===== config.mk =====
export PLATFORM = sky130hd
export DESIGN_NAME = dual_ctl_i2c_slave
export DESIGN_NICKNAME = d
export VERILOG_FILES = /design/src/rtl/dual_ctl_i2c_slave.sv
export SDC_FILE = /design/constraint.sdc
export NUM_CORES = 1
export LEC_CHECK = 0
export BUFFER_PORTS_ARGS = -buffer_cell sky130_fd_sc_hd__buf_2
export CAP_MARGIN = 20
export CORE_UTILIZATION = 63
export DETAILED_ROUTE_END_ITERATION = 10
export PLACE_DENSITY = 0.84
export SLEW_MARGIN = 20
export SYNTH_ARGS = -nofsm -noshare
export SYNTH_HDL_FRONTEND = slang
export SYNTH_SLANG_ARGS = --single-unit

===== constraint.sdc =====
create_clock -name clk -period 3.5 [get_ports clk]
set_input_delay 1.05 -clock clk [delete_from_list [all_inputs] [get_ports clk]]
set_output_delay 1.05 -clock clk [all_outputs]
set_load 0.005 [all_outputs]

===== src/rtl/dual_ctl_i2c_slave.sv =====
module dual_ctl_i2c_slave #(
  parameter logic [5:0] ADDR_HI = 6'b000100
) (
  input  logic       clk,
  input  logic       rst_n,
  input  logic       scl_i,
  input  logic       sda_i,
  output logic       sda_oe_o,
  input  logic       addr_sel_i,
  input  logic       pwr_ok_i,
  input  logic       over_temp_i,
  input  logic [1:0] ovl_flag_i,
  output logic       dyn_lim_o,
  output logic [1:0] ch_en_o,
  output logic [1:0] ch_vhi_o,
  output logic [1:0] ch_comp_o,
  output logic [1:0] ch_tone_o,
  output logic [1:0] ch_ihi_o
);

  typedef enum logic [2:0] {
    S_IDLE, S_ADDR, S_ACKA, S_WDAT, S_ACKW, S_RDAT, S_RACK, S_SKIP
  } st_t;

  st_t        st;
  logic       scl_q, sda_q;
  logic [3:0] cnt;
  logic [7:0] sh;
  logic [6:0] txb;
  logic       rd_sel, is_rd, m_ack;
  logic [6:1] bank0;
  logic [5:1] bank1;

  wire scl_rise = scl_i & ~scl_q;
  wire scl_fall = ~scl_i & scl_q;
  wire start_c  = scl_i & scl_q & sda_q & ~sda_i;
  wire stop_c   = scl_i & scl_q & ~sda_q & sda_i;
  wire addr_hit = (sh[7:1] == {ADDR_HI, addr_sel_i});
  wire byte_end = scl_fall && (cnt == 4'd8);
  wire wr_fire  = (st == S_WDAT) && byte_end;

  wire [7:0] rd_b0 = {1'b0, bank0, ovl_flag_i[0]};
  wire [7:0] rd_b1 = {1'b1, over_temp_i, bank1, ovl_flag_i[1]};
  wire [7:0] rd_cur = rd_sel ? rd_b1 : rd_b0;
  wire [7:0] rd_nxt = rd_sel ? rd_b0 : rd_b1;

  always_ff @(posedge clk or negedge rst_n) begin
    if (!rst_n) begin
      bank0 <= '0;
      bank1 <= '0;
    end else if (!pwr_ok_i || over_temp_i) begin
      bank0 <= '0;
      bank1 <= '0;
    end else if (wr_fire) begin
      if (sh[7]) bank1 <= sh[5:1];
      else       bank0 <= sh[6:1];
    end
  end

  always_ff @(posedge clk or negedge rst_n) begin
    if (!rst_n) begin
      st       <= S_IDLE;
      scl_q    <= 1'b1;
      sda_q    <= 1'b1;
      cnt      <= '0;
      sh       <= '0;
      txb      <= '0;
      rd_sel   <= 1'b0;
      is_rd    <= 1'b0;
      m_ack    <= 1'b0;
      sda_oe_o <= 1'b0;
    end else begin
      scl_q <= scl_i;
      sda_q <= sda_i;
      if (!pwr_ok_i) begin
        st       <= S_IDLE;
        rd_sel   <= 1'b0;
        sda_oe_o <= 1'b0;
      end else if (start_c) begin
        st       <= S_ADDR;
        cnt      <= '0;
        sda_oe_o <= 1'b0;
      end else if (stop_c) begin
        st       <= S_IDLE;
        sda_oe_o <= 1'b0;
      end else begin
        case (st)
          S_ADDR: begin
            if (scl_rise) begin
              sh  <= {sh[6:0], sda_i};
              cnt <= cnt + 4'd1;
            end else if (byte_end) begin
              if (addr_hit) begin
                st       <= S_ACKA;
                is_rd    <= sh[0];
                sda_oe_o <= 1'b1;
              end else begin
                st <= S_SKIP;
              end
            end
          end
          S_ACKA: begin
            if (scl_fall) begin
              cnt <= '0;
              if (is_rd) begin
                st       <= S_RDAT;
                txb      <= rd_cur[6:0];
                sda_oe_o <= ~rd_cur[7];
              end else begin
                st       <= S_WDAT;
                sda_oe_o <= 1'b0;
              end
            end
          end
          S_WDAT: begin
            if (scl_rise) begin
              sh  <= {sh[6:0], sda_i};
              cnt <= cnt + 4'd1;
            end else if (byte_end) begin
              st       <= S_ACKW;
              rd_sel   <= sh[7];
              sda_oe_o <= 1'b1;
            end
          end
          S_ACKW: begin
            if (scl_fall) begin
              st       <= S_WDAT;
              cnt      <= '0;
              sda_oe_o <= 1'b0;
            end
          end
          S_RDAT: begin
            if (scl_rise) begin
              cnt <= cnt + 4'd1;
            end else if (byte_end) begin
              st       <= S_RACK;
              sda_oe_o <= 1'b0;
            end else if (scl_fall) begin
              sda_oe_o <= ~txb[6];
              txb      <= {txb[5:0], 1'b0};
            end
          end
          S_RACK: begin
            if (scl_rise) begin
              m_ack <= ~sda_i;
            end else if (scl_fall) begin
              if (m_ack) begin
                st       <= S_RDAT;
                cnt      <= '0;
                rd_sel   <= ~rd_sel;
                txb      <= rd_nxt[6:0];
                sda_oe_o <= ~rd_nxt[7];
              end else begin
                st <= S_SKIP;
              end
            end
          end
          default: ;
        endcase
      end
    end
  end

  assign dyn_lim_o = bank0[6];
  assign ch_ihi_o  = {bank1[5], bank0[5]};
  assign ch_tone_o = {bank1[4], bank0[4]};
  assign ch_comp_o = {bank1[3], bank0[3]};
  assign ch_vhi_o  = {bank1[2], bank0[2]};
  assign ch_en_o   = {bank1[1], bank0[1]};

  a_r10_silent_unpowered: assert property (@(posedge clk) disable iff (!rst_n)
    !pwr_ok_i |=> (!sda_oe_o && ch_en_o == 2'b00 && !dyn_lim_o && ch_vhi_o == 2'b00));

  a_r9_hot_clears_controls: assert property (@(posedge clk) disable iff (!rst_n)
    over_temp_i |=> ({dyn_lim_o, ch_en_o, ch_vhi_o, ch_comp_o, ch_tone_o, ch_ihi_o} == 11'd0));

  a_r11_sda_moves_scl_low: assert property (@(posedge clk) disable iff (!rst_n)
    ($past(scl_i) && $past(pwr_ok_i) && !$past(start_c) && !$past(stop_c)) |-> $stable(sda_oe_o));

  a_r5_drive_in_slave_slots: assert property (@(posedge clk) disable iff (!rst_n)
    sda_oe_o |-> (st == S_ACKA || st == S_ACKW || st == S_RDAT));

endmodule


* Word-level counts from Yosys, hierarchy flattened
Index checks and enable logic that the tools add are counted.
Cells by class: reduce and logical (&&, ||, !) cells 21, multiplexer cells 69, eq/ne operators 45, bitwise logic cells 18, add/sub/neg operators 1
Operators by type and width (count):
- $ne A5 B5 Y1 const B | 12
- $mux W7 | 8
- $mux W3 | 15
- $mux W4 | 7
- $mux W1 | 25
- $ne A3 B3 Y1 const B | 8
- $ne A2 B2 Y1 const B | 11
- $pmux W7 S3 | 1
- $mux W6 | 3
- $pmux W3 S6 | 1
- $mux W8 | 2
- $reduce_and A8 Y1 | 2
- $mux W5 | 3
- $reduce_and A13 Y1 | 1
- $pmux W4 S3 | 1
- $reduce_and A12 Y1 | 1
- $not A1 Y1 | 11
- $reduce_and A11 Y1 | 1
- $reduce_and A5 Y1 | 2
- $eq A3 B3 Y1 const B | 3
- $ne A3 B1 Y1 const B | 3
- $ne A9 B1 Y1 const B | 1
- $and A1 B1 Y1 | 7
- $eq A7 B4 Y1 | 1
- other kinds (19) | 24
Word-level totals: register bits 39, word-level logic and storage cells 166, bits of input ports 9

* Depth between registers and ports, before layout
Gate-level depths: netlist of the first run.
depth in word-level cells 9, mapped depth 8, mapped depth without buffers 7

* Worst setup path before layout of the first run
No wires, ideal clock.
path kind input port to flip-flop, from input port sda_i, to register txb[0], arrival time 2.355 ns, cell stages on the path 5, library setup time 0.125 ns, slack 1.020 ns, path buffers 1, cell sequence buf_2 -> xnor2_1 -> o21ai_1 -> a2111oi_4 -> mux2_2
On the way: cells in the longest elaborated chain, start to end 4, elaborated cells between the ends (all ways) 6, classes of those cells bitwise (5); reduce/logical (1)
RTL lines:
- from (decl) | RTL line 7 | input logic sda_i,
- $not A1 Y1 | RTL line 36 | wire start_c = scl_i & scl_q & sda_q & ~sda_i;
- $and A1 B1 Y1 | RTL line 36
- $not A1 Y1 (no source line)
- $reduce_and A12 Y1 (no source line) *
- to (signal assigned) | RTL line 107 | txb <= rd_cur[6:0];
- to (signal assigned) | RTL line 140 | txb <= {txb[5:0], 1'b0};
- to (signal assigned) | RTL line 151 | txb <= rd_nxt[6:0];
- to (decl) | RTL line 29 | logic [6:0] txb;
Mark *: on every way between the ends. The rest lies on a longest branch, timed or not. A chain may end at the register's enable or synchronous reset.

* Final worst setup path of the first run
from register st[2], to register txb[4]
On the way: cells in the longest elaborated chain, start to end 3, elaborated cells between the ends (all ways) 14, classes of those cells eq/ne (11); mux (1); reduce/logical (2)
RTL lines:
- from (decl) | RTL line 25 | st_t st;
- from (signal assigned) | RTL line 62 | st <= S_IDLE;
- from (signal assigned) | RTL line 76 | st <= S_IDLE;
- from (signal assigned) | RTL line 80 | st <= S_ADDR;
- $eq A3 B3 Y1 / $eq A3 B2 Y1 (equally long branches) | RTL line 87 | case (st)
- $ne A2 B2 Y1 (no source line) / $reduce_bool A3 Y1 (equally long branches)
- $reduce_and A12 Y1 (no source line)
Several ways; a longest one is shown, not always the timed one.

==> metrics.csv, run 1 <==
stage,metric,value,unit
sta,fin_ws,0.818,ns
sta,fin_crit_sh,76.6,%
yosys,ys_top_cells_by_area,"dfrtp_1 41%, mux2_2 6.5%, mux2i_1 5.3%",
yosys,netlist_area,0.00227,sq mm
clock_tree,cts_made_buffers,5,
clock_tree,holdBufCountCts,0,
worst_hold_path,min-delay-path-class,reg -> reg,
setup_path,critical-path-max-stage-delay,0.71,ns
place,routabilityCongestion,0.857,
power,combPwrFrac,12.9,%
cells_and_area,syn2layout_area_growth,7.51,%
sta,finalSetupViolCount,0,
sta,clock-skew-final,0.0157,ns
setup_path,slowest_stage,dfrtp_1,
yosys,yosysWarnings,0,
global_routing,antenna_found_initial,0,
sta,slew_violations,0,
run_status,status,completed,
yosys,syn_area_per_cell,9.81,sq um
clock_tree,clk_path_buf_depth,2,
worst_hold_path,hold_start,m_ack,
yosys,syn-num-nets,242,
power,p_int,694,uW
setup_path,path_class,reg -> reg,
clock_tree,post_cts_buffers,0,
routing,dr.first_iter.drc_count,170,
clock_tree,cts_root_buf,clkbuf_4,
setup_path,crit_start,st[2],
routing,drc_errors,0,
yosys,async_reset_ff_share,100,%
sta,rsz0062_at_grt,no,
clock_tree,htree_levels,2,
die,die_width,62.0,um
global_routing,grt_pass1_wl,7.67,mm
place,pre_cts_slack,0.574,ns
sta,period_needed,2.68,ns
global_routing,track_usage,28.1,%
routing,firstDrtPassIters,4,
yosys,synth-main-ff-cell,dfrtp_1,
sta,tightest_slew,0.872,ns
sta,fmax,373,MHz
yosys,synth_top_area_cell,dfrtp_1,
place,portBuffers,20,
setup_path,crit_required,3.73,ns
routing,num_vias,1854,
routing,post_drt_wl_per_cell,16.3,um
power,power_density,399,mW/mm^2
cells_and_area,fillCellCount,252,
yosys,synth_top_cell_area_share,40.8,%
setup_path,cp.arrival,2.92,ns
clock_tree,cts_num_sinks,39,
clock_tree,cts_resized,0,
die,ios,21,
routing,wirelength,4.77,mm
sta,hold_violations,0,
power,p_sw_share,28.6,%
setup_path,critPathMaxFanout,17,
yosys,syn_inst,231,
cells_and_area,finalInstanceArea,0.00244,sq mm
yosys,ys_types,54,
die,initial_core_util,66.9,%
clock_tree,clk_pin_slew,0.13,ns
power,leakagePower,1.12,nW
die,row_count,21,
yosys,synth_edf_count,0,
setup_path,startpoint_type,flop,
global_routing,grt_pass1_vias,1619,
place,dp.final_hpwl,3.31,mm
setup_path,r2r_start,st[2],
setup_path,path_cells,and3b_1 -> nor2_1 -> mux2_2 -> a222oi_1 -> a21oi_1,
routing,final_antenna_net_count,0,
sta,slew_headroom,41.7,%
sta,fin_tns_setup,0,ns
cells_and_area,fin_nets,256,
global_routing,grt_max_degree,40,
job,maxCapViolations,0,
power,p_clk_share,32.1,%
die,die_h,62.0,um
die,core_area,0.00339,sq mm
power,peakVddDrop,285,uV
yosys,synth-seq-cells,39,
cells_and_area,drive_gt1_share,22.8,%
place,placed_area,0.00236,sq mm
global_routing,gr-total-overflow,0,
routing,vias_per_cell,6.35,
yosys,ys_seq_area_share,43.2,%
setup_path,crit_path_end_kind,flop,
power,p_total,971,uW
die,fp.dieArea,0.00384,sq mm
cells_and_area,num_antenna_cells,0,
power,seqPwrFrac,55.0,%
power,p_sw,277,uW
sta,fin_hold_ws,0.521,ns
clock_tree,cts_tree,done,
clock_tree,insertion_delay,0.37,ns
-- worst paths after layout --
check,to,slack (ns),cells past startpoint
max in group asynchronous,sh[0],2.18,1
min,m_ack,0.52,2
min in group asynchronous,cnt[2],0.77,1
max reg2reg,txb[4],0.82,5
min reg2reg,m_ack,0.52,2
max,txb[4],0.82,5
-- metal layers --
metal  part of all wire, %  GRT usage [%]  vias up
met1                    47           39.0      916
met2                    47           42.1       51
li1                      -              -      879
met5                     0              0        -
met4                   1.8           12.7        0
met3                   4.5           6.21        8
-- Yosys cell counts (all sizes together) (2+ instances only) --
library cell  count
a21oi            17
nor4              2
or3               2
dfstp             2
ha                2
nand3b            2
mux2i            12
buf               7
clkbuf            6
nor2b             3
nand2            17
o21ai            11
dfrtp            37
nand3             4
a22oi             7
or2               4
inv               9
o311ai            2
o32ai             2
and3b             2
a31oi             2
nand2b            6
a221oi            7
o22ai             2
o31ai             2
o22a              5
nand4b            2
mux2             13
nor2             25
-- sequential cells by signal (all words and copies together) (netlist names) --
register,cells
sh,8
txb,7
bank0,6
bank1,5
cnt,4
st,3
is_rd,1
m_ack,1
rd_sel,1
scl_q,1
sda_oe_o,1
sda_q,1
-- critical path: cells and delay by family, from the launching register on --
kind / cells / cell delay, ns
and+or+nand+nor: 2 / 1.02
AOI/OAI and AO/OA: 2 / 0.46
DFF: 1 / 0.71
muxes: 1 / 0.35
-- power groups by stage --
stage / registers [mW] / clock network, mW / logic (mW)
final: 0.535 / 0.312 / 0.125
after global placement: 0.540 / 0 / 0.121
after global routing: 0.541 / 0.333 / 0.141
after floorplan: 0.523 / 0 / 0.102
after CTS: 0.534 / 0.319 / 0.126
after detailed placement: 0.543 / 0 / 0.125
-- cells in the final DEF, fill, tap and decap left out, drive strengths merged, types with 3 or more instances in the layout --
| master | instances |
|---|---|
| a22oi | 7 |
| a21oi | 17 |
| nand2 | 17 |
| nor2 | 25 |
| inv | 9 |
| nor2b | 3 |
| o22a | 5 |
| mux2i | 12 |
| nand3 | 4 |
| clkbuf | 5 |
| dfrtp | 37 |
| a221oi | 7 |
| or2 | 4 |
| o21ai | 11 |
| nand2b | 6 |
| buf | 20 |
| mux2 | 13 |
-- logic make-up (layout without fill, tap and decap cells) --
family          after synthesis  count (layout)  share of synthesized area (%)
buf+inv                      22              37                           4.53
compound gates               67              67                           21.2
simple gates                 74              74                           17.4
xor+xnor                      2               2                          0.773
mux                          25              25                           11.8
flops                        39              39                           43.2
fa+ha+maj                     2               2                           1.10
-- metrics by stage --
stage	utilization, %	cells
after floorplan	-	231
after global placement	69.5	284
after detailed placement	69.5	284
after CTS	71.9	292
after global routing	71.9	292
final	71.9	292
-- cell type report --
| type | count | area, sq um | share of cell area, % |
|---|---|---|---|
| inverters | 9 | 33.8 | 1.39 |
| clock buffers | 5 | 37.5 | 1.54 |
| flip-flops and latches | 39 | 978 | 40.1 |
| multi-input cells | 170 | 1190 | 48.7 |
| well taps | 46 | 57.6 | 2.36 |
| clock inverters | 3 | 43.8 | 1.80 |
| repair buffers | 20 | 100 | 4.11 |
(Power assumes the default switching activity.)
==> run 2: changes to the inputs <==
--- a/config.mk
+++ b/config.mk
@@ -7,9 +7,9 @@
 export LEC_CHECK = 0
 export BUFFER_PORTS_ARGS = -buffer_cell sky130_fd_sc_hd__buf_2
 export CAP_MARGIN = 20
-export CORE_UTILIZATION = 63
+export CORE_UTILIZATION = 53
 export DETAILED_ROUTE_END_ITERATION = 10
-export PLACE_DENSITY = 0.84
+export PLACE_DENSITY = 0.75
 export SLEW_MARGIN = 20
 export SYNTH_ARGS = -nofsm -noshare
 export SYNTH_HDL_FRONTEND = slang
==> constraint.sdc (replaced) <==
create_clock -name clk -period 2.4 [get_ports clk]
set_input_delay 0.72 -clock clk [delete_from_list [all_inputs] [get_ports clk]]
set_output_delay 0.72 -clock clk [all_outputs]
set_load 0.005 [all_outputs]
==> run 2 against run 1 <==
  * Hold slack worse by 0.066 ns
  * Via count down 1.2%
  * Die area up 18%
  * Critical path depth down 1
  * Clock skew fell by 0.0059 ns
  * Critical endpoint is now sda_oe_o
  * Sequential share of layout area shrank 1.6 points
  * First-iteration DRC count down 8.8%
  * Clock power up 51%
==> metrics.csv, run 2 (synthesized netlist as in run 1, its figures left out) <==
stage,metric,value,unit,change
global_routing,grt_pass1_wl,7.68,mm,about the same
cells_and_area,num_antenna_cells,0,,unchanged
routing,num_vias,1832,,-1.2%
setup_path,rr_worst_depth,4,,-1
routing,vias_per_cell,5.97,,-6.0%
setup_path,startpoint_type,flop,,
routing,wirelength,4.74,mm,-0.71%
global_routing,grt_pass1_vias,1594,,-1.5%
sta,fin_tns_setup,0,ns,unchanged
power,leakagePower,1.17,nW,+4.7%
clock_tree,cts_root_buf,clkbuf_8,,
run_status,status,completed,,
routing,drc_errors,0,,unchanged
place,placed_area,0.00244,sq mm,+3.7%
cells_and_area,fin_util,62.5,%,-9.4 points
setup_path,r2r-end,sda_oe_o,,
setup_path,r2r_slack,0.34,ns,-0.48 ns
clock_tree,cts_resized,0,,unchanged
clock_tree,holdBufCountCts,0,,unchanged
sta,finalSetupViolCount,0,,unchanged
cells_and_area,largest_reg_flops,8,,unchanged
setup_path,r2r_start,sh[2],,
cells_and_area,final_cell_mix,"37 x dfrtp_1, 25 x nor2_1, 20 x buf_2",,
cells_and_area,drive_gt1_share,26.1,%,+3.3 points
cells_and_area,final_common_cell,dfrtp_1,,
clock_tree,cts_tree,done,,
clock_tree,cts_num_sinks,39,,unchanged
setup_path,path_cells,or4b_1 -> nor4_2 -> o311ai_0 -> mux2_2,,
routing,dr.first_iter.drc_count,155,,-8.8%
place,dp.final_hpwl,3.44,mm,+4.1%
cells_and_area,syn2layout_area_growth,11.9,%,
cells_and_area,finalInstanceArea,0.00254,sq mm,+4.1%
clock_tree,cts_made_buffers,5,,unchanged
place,pre_cts_slack,0.0685,ns,-0.506 ns
global_routing,gr-total-overflow,0,,unchanged
power,power_density,568,mW/mm^2,+43%
die,row_count,23,,+9.5%
clock_tree,htree_levels,2,,unchanged
sta,rsz0062_at_grt,no,,
sta,fmax,485,MHz,+30%
sta,tightest_slew,0.548,ns,-0.324 ns
setup_path,crit_required,2.59,ns,-1.14 ns
sta,hold_violations,0,,unchanged
power,p_total,1.44,mW,+48%
cells_and_area,largestRegisters,"sh x8, txb x7, bank0 x6",,
clock_tree,insertion_delay,0.31,ns,-0.06 ns
global_routing,track_usage,23.1,%,-5.0 points
clock_tree,clk_pin_slew,0.09,ns,-0.04 ns
setup_path,slowest_stage,or4b_1,,
routing,post_drt_wl_per_cell,15.4,um,-5.6%
setup_path,crit_path_end_kind,flop,,
die,die_width,67.4,um,+8.7%
setup_path,critPathMaxFanout,5,,-12
global_routing,grt_max_degree,40,,unchanged
sta,fin_ws,0.337,ns,-0.481 ns
routing,final_antenna_net_count,0,,unchanged
setup_path,cp.arrival,2.26,ns,-0.66 ns
clock_tree,post_cts_buffers,0,,unchanged
sta,slew_headroom,63.5,%,+22 points
cells_and_area,largest_register,sh,,
job,maxCapViolations,0,,unchanged
die,fp.dieArea,0.00454,sq mm,+18%
sta,period_needed,2.06,ns,-0.619 ns
setup_path,path_class,reg -> reg,,
sta,slew_violations,0,,unchanged
die,die_h,67.4,um,+8.7%
global_routing,antenna_found_initial,0,,unchanged
place,portBuffers,20,,unchanged
die,core_area,0.00406,sq mm,+20%
routing,firstDrtPassIters,4,,unchanged
die,ios,21,,unchanged
die,initial_core_util,55.9,%,-11 points
sta,fin_crit_sh,86.0,%,+9.3 points
power,peakVddDrop,452,uV,+58%
setup_path,critical-path-max-stage-delay,0.55,ns,-0.16 ns
clock_tree,clk_path_buf_depth,2,,unchanged
cells_and_area,fin_nets,267,,+4.3%
worst_hold_path,min-delay-path-class,in -> async,,
sta,clock-skew-final,0.00984,ns,-0.00591 ns
place,routabilityCongestion,0.874,,+2.0%
==> run 2: changes by cell type in the layout (fill, tap and decap cells not counted), sizes merged <==
cell      previous run  this run
clkinvlp             0         1
buf                 20        31
bufinv               1         0
==> run 2: where the power goes <==
group | internal [mW] | switching [mW] | leakage, nW
registers | 0.709 | 0.0609 | 0.530
clock network | 0.208 | 0.263 | 0.0443
logic | 0.0926 | 0.109 | 0.601
==> run 2: area by class of cell <==
class                   count  area (sq um)
inverters                   9          33.8
fillers                   348          1520
clock buffers               5          68.8
repair buffers             31           183
multi-input cells         170          1190
flip-flops and latches     39           978
well taps                  50          62.6
clock inverters             3          25.0
==> run 2: worst max-delay path by stage <==
| stage | cells past startpoint | endpoint | startpoint |
|---|---|---|---|
| finish | 4 | sda_oe_o | sh[2] |
| floorplan | 5 | txb[0] | sda_i |
| global route | 4 | sda_oe_o | sh[2] |
| CTS | 4 | sda_oe_o | sh[2] |
| detailed placement | 6 | cnt[0] | scl_i |
| global placement | 6 | cnt[0] | scl_i |
==> run 2: per-stage QoR <==
| step | hold WS [ns] | std cells |
|---|---|---|
| CTS | 0.474 | 307 |
| global placement | 0.492 | 299 |
| detailed placement | 0.500 | 299 |
| global route | 0.515 | 307 |
| finish | 0.455 | 307 |
| floorplan | 0.424 | 231 |
==> run 2: per-layer routing <==
metal	vias up	track usage, %	part of all wire (%)
li1	896	-	-
met1	897	32.3	49
met2	33	34.6	47
met3	6	5.41	3.2
met4	0	8.51	1.6
met5	-	0	0
==> run 2: worst max-delay path: cells and delay by family (launching register included) <==
family | cells | cell delay (ns)
multiplexers | 1 | 0.32
flip-flops | 1 | 0.42
AND/OR/NAND/NOR | 2 | 0.97
AO/OA/AOI/OAI | 1 | 0.25
==> run 3: changes to the inputs <==
--- a/config.mk
+++ b/config.mk
@@ -5,11 +5,12 @@
 export SDC_FILE = /design/constraint.sdc
 export NUM_CORES = 1
 export LEC_CHECK = 0
+export ABC_AREA = 1
 export BUFFER_PORTS_ARGS = -buffer_cell sky130_fd_sc_hd__buf_2
 export CAP_MARGIN = 20
-export CORE_UTILIZATION = 53
+export CORE_UTILIZATION = 54
 export DETAILED_ROUTE_END_ITERATION = 10
-export PLACE_DENSITY = 0.75
+export PLACE_DENSITY = 0.76
 export SLEW_MARGIN = 20
 export SYNTH_ARGS = -nofsm -noshare
 export SYNTH_HDL_FRONTEND = slang
==> run 3 against run 2 <==
  * Routed wire length increased by 21%
  * Clock-buffer cell count unchanged
  * Hold slack improved by 0.014 ns
  * Sequential power increased by 39%
  * Largest power group is now combinational logic
  * Final area increased by 7.8%
  * Non-clock buffer count decreased by 7
  * Register-to-register slack improved by 0.32 ns
  * Clock power increased by 17%
  * Global-route usage increased by 2.0 points
  * Total power increased by 87%
  * Synthesized area increased by 9.5%
  * Highest routed layer unchanged
==> metrics.csv, run 3 <==
stage,metric,value,unit,change
run_status,status,completed,,
die,die_width,69.8,um,+3.6%
clock_tree,cts_num_sinks,39,,unchanged
setup_path,cp.arrival,1.93,ns,-0.33 ns
cells_and_area,largest_reg_flops,8,,unchanged
yosys,syn_area_per_cell,6.97,sq um,-29%
sta,slew_headroom,62.7,%,-0.70 points
routing,drc_errors,0,,unchanged
yosys,yosysWarnings,0,,unchanged
setup_path,slowest_stage,buf_4,,
global_routing,track_usage,25.1,%,+2.0 points
routing,dr.first_iter.drc_count,227,,+46%
cells_and_area,syn2layout_area_growth,10.2,%,
power,leakagePower,1.36,nW,+16%
cells_and_area,fillCellCount,414,,+19%
die,row_count,24,,+4.3%
clock_tree,cts_made_buffers,5,,unchanged
global_routing,grt_pass1_vias,2067,,+30%
clock_tree,holdBufCountCts,0,,unchanged
yosys,netlist_area,0.00248,sq mm,+9.5%
power,p_total,2.70,mW,+87%
setup_path,path_class,in -> reg,,
yosys,ys_seq_area_share,39.4,%,-3.7 points
place,dp.final_hpwl,4.30,mm,+25%
die,ios,21,,unchanged
routing,vias_per_cell,5.28,,-12%
power,p_sw_share,42.6,%,+13 points
sta,rsz0062_at_grt,no,,
cells_and_area,drive_gt1_share,16.4,%,-9.7 points
routing,post_drt_wl_per_cell,13.3,um,-14%
worst_hold_path,min-delay-path-class,in -> async,,
power,power_density,986,mW/mm^2,+73%
place,placed_area,0.00262,sq mm,+7.3%
routing,final_antenna_net_count,0,,unchanged
cells_and_area,fin_util,62.4,%,-0.15 points
yosys,synth_edf_count,0,,unchanged
place,pre_cts_slack,0.352,ns,+0.283 ns
cells_and_area,num_antenna_cells,0,,unchanged
place,portBuffers,20,,unchanged
yosys,synth-main-ff-cell,dfrtp_1,,
sta,clock-skew-final,0.00548,ns,-0.00436 ns
clock_tree,clk_path_buf_depth,2,,unchanged
sta,fin_crit_sh,72.9,%,-13 points
setup_path,path_cells,buf_2 -> nand2_2 -> inv_2 -> nand2_2 -> nand2_1 -> nor2_8 -> nand4_2 -> buf_4 -> nand2_1 -> o21ai_2,,
yosys,synth_top_area_cell,dfrtp_1,,
cells_and_area,finalInstanceArea,0.00274,sq mm,+7.8%
global_routing,grt_max_degree,40,,unchanged
setup_path,critical-path-max-stage-delay,0.21,ns,-0.34 ns
yosys,yosysMostFrequentCell,nand2_1,,
clock_tree,cts_root_buf,clkbuf_8,,
global_routing,gr-total-overflow,0,,unchanged
die,core_area,0.00438,sq mm,+8.0%
sta,fin_ws,0.650,ns,+0.313 ns
sta,hold_violations,0,,unchanged
yosys,ys_top_cells_by_area,"dfrtp_1 37%, nand2_1 18%, o21ai_0 9.1%",,
setup_path,crit_path_end_kind,flop,,
routing,firstDrtPassIters,8,,+4
yosys,synth-seq-cells,39,,unchanged
global_routing,antenna_found_initial,0,,unchanged
place,routabilityCongestion,0.938,,+7.3%
job,maxCapViolations,0,,unchanged
routing,wirelength,5.73,mm,+21%
power,combPwrFrac,40.0,%,+26 points
sta,slew_violations,0,,unchanged
cells_and_area,largestRegisters,"sh x8, txb x7, bank0 x6",,
cells_and_area,fin_nets,389,,+46%
yosys,ys_types,31,,-43%
routing,num_vias,2275,,+24%
power,p_sw,1.15,mW,+170%
sta,fin_hold_ws,0.469,ns,+0.0139 ns
clock_tree,insertion_delay,0.29,ns,-0.02 ns
clock_tree,cts_resized,0,,unchanged
place,dpl.cell_count,423,,+41%
setup_path,critPathMaxFanout,14,,+9
global_routing,grt_pass1_wl,9.86,mm,+28%
power,peakVddDrop,576,uV,+28%
power,p_clk_share,20.4,%,-12 points
cells_and_area,largest_register,sh,,
yosys,syn-num-nets,367,,+52%
power,p_int,1.55,mW,+53%
sta,fmax,571,MHz,+18%
sta,period_needed,1.75,ns,-0.313 ns
cells_and_area,final_common_cell,nand2_1,,
clock_tree,clk_pin_slew,0.08,ns,about the same
yosys,synth_top_cell_area_share,37.3,%,-3.5 points
yosys,async_reset_ff_share,100,%,unchanged
sta,fin_tns_setup,0,ns,unchanged
clock_tree,post_cts_buffers,0,,unchanged
yosys,ys_top_cells_by_count,"117 x nand2_1, 45 x o21ai_0, 43 x inv_1, 37 x dfrtp_1, 30 x nor2_1",,
sta,finalSetupViolCount,0,,unchanged
power,seqPwrFrac,39.7,%,-14 points
setup_path,startpoint_type,primary input,,
cells_and_area,final_cell_mix,"117 x nand2_1, 45 x o21ai_0, 43 x inv_1",,
setup_path,crit_required,2.58,ns,about the same
yosys,syn_inst,356,,+54%
clock_tree,htree_levels,2,,unchanged
die,die_h,69.8,um,+3.6%
cells_and_area,final_cells,431,,+40%
sta,tightest_slew,0.559,ns,+0.0105 ns
die,fp.dieArea,0.00487,sq mm,+7.2%
die,initial_core_util,56.6,%,+0.75 points
clock_tree,cts_tree,done,,
-- run 3: worst max-delay path: cells and delay by family --
kind	cells	cell delay (ns)
AND/OR/NAND/NOR	6	0.76
buffers and inverters	3	0.38
AO/OA/AOI/OAI	1	0.05
-- run 3: worst paths after layout --
path                            end  cells past startpoint      from  slack (ns)
setup / recovery             txb[4]                     10     scl_i        0.65
hold / removal                st[0]                      2     rst_n        0.47
setup reg to reg             txb[4]                     10     st[0]        0.66
hold reg to reg            sda_oe_o                      2  sda_oe_o        0.48
max in group asynchronous     scl_q                      2     rst_n        1.56
min in group clk           sda_oe_o                      2  sda_oe_o        0.48
-- run 3: logic make-up after synthesis --
family | synth area share (%)
AOI/OAI and AO/OA | 16.7
xor gates and xnor gates | 0.353
adders and majority gates | 1.01
buffers and inverters | 9.83
DFF | 39.4
and+or+nand+nor | 32.7
-- run 3: power groups by stage --
stage	registers, mW	clock network (mW)	logic, mW
2_1_floorplan	0.989	0	0.880
3_3_place_gp	1.07	0	1.06
3_5_place_dp	1.08	0	1.07
4_1_cts	1.06	0.555	1.07
5_1_grt	1.11	0.580	1.23
6_report	1.07	0.549	1.08
-- run 3: final cells by class --
class | count | area [sq um] | area share [%]
repair buffers | 24 | 130 | 4.76
multi-input cells | 259 | 1260 | 46.1
inverters | 49 | 189 | 6.91
flip-flops and latches | 39 | 978 | 35.8
clock inverters | 3 | 43.8 | 1.60
well taps | 52 | 65.1 | 2.38
clock buffers | 5 | 68.8 | 2.52
-- run 3: metal layers --
metal | up-vias | wire length, um | track usage (%) | share of wire (%)
li1 | 1179 | - | - | -
met1 | 1017 | 2840 | 38.6 | 50
met2 | 72 | 2540 | 37.5 | 44
met3 | 7 | 301 | 3.20 | 5.3
met4 | 0 | 40 | 6.44 | 0.70
met5 | - | 0 | 0 | 0
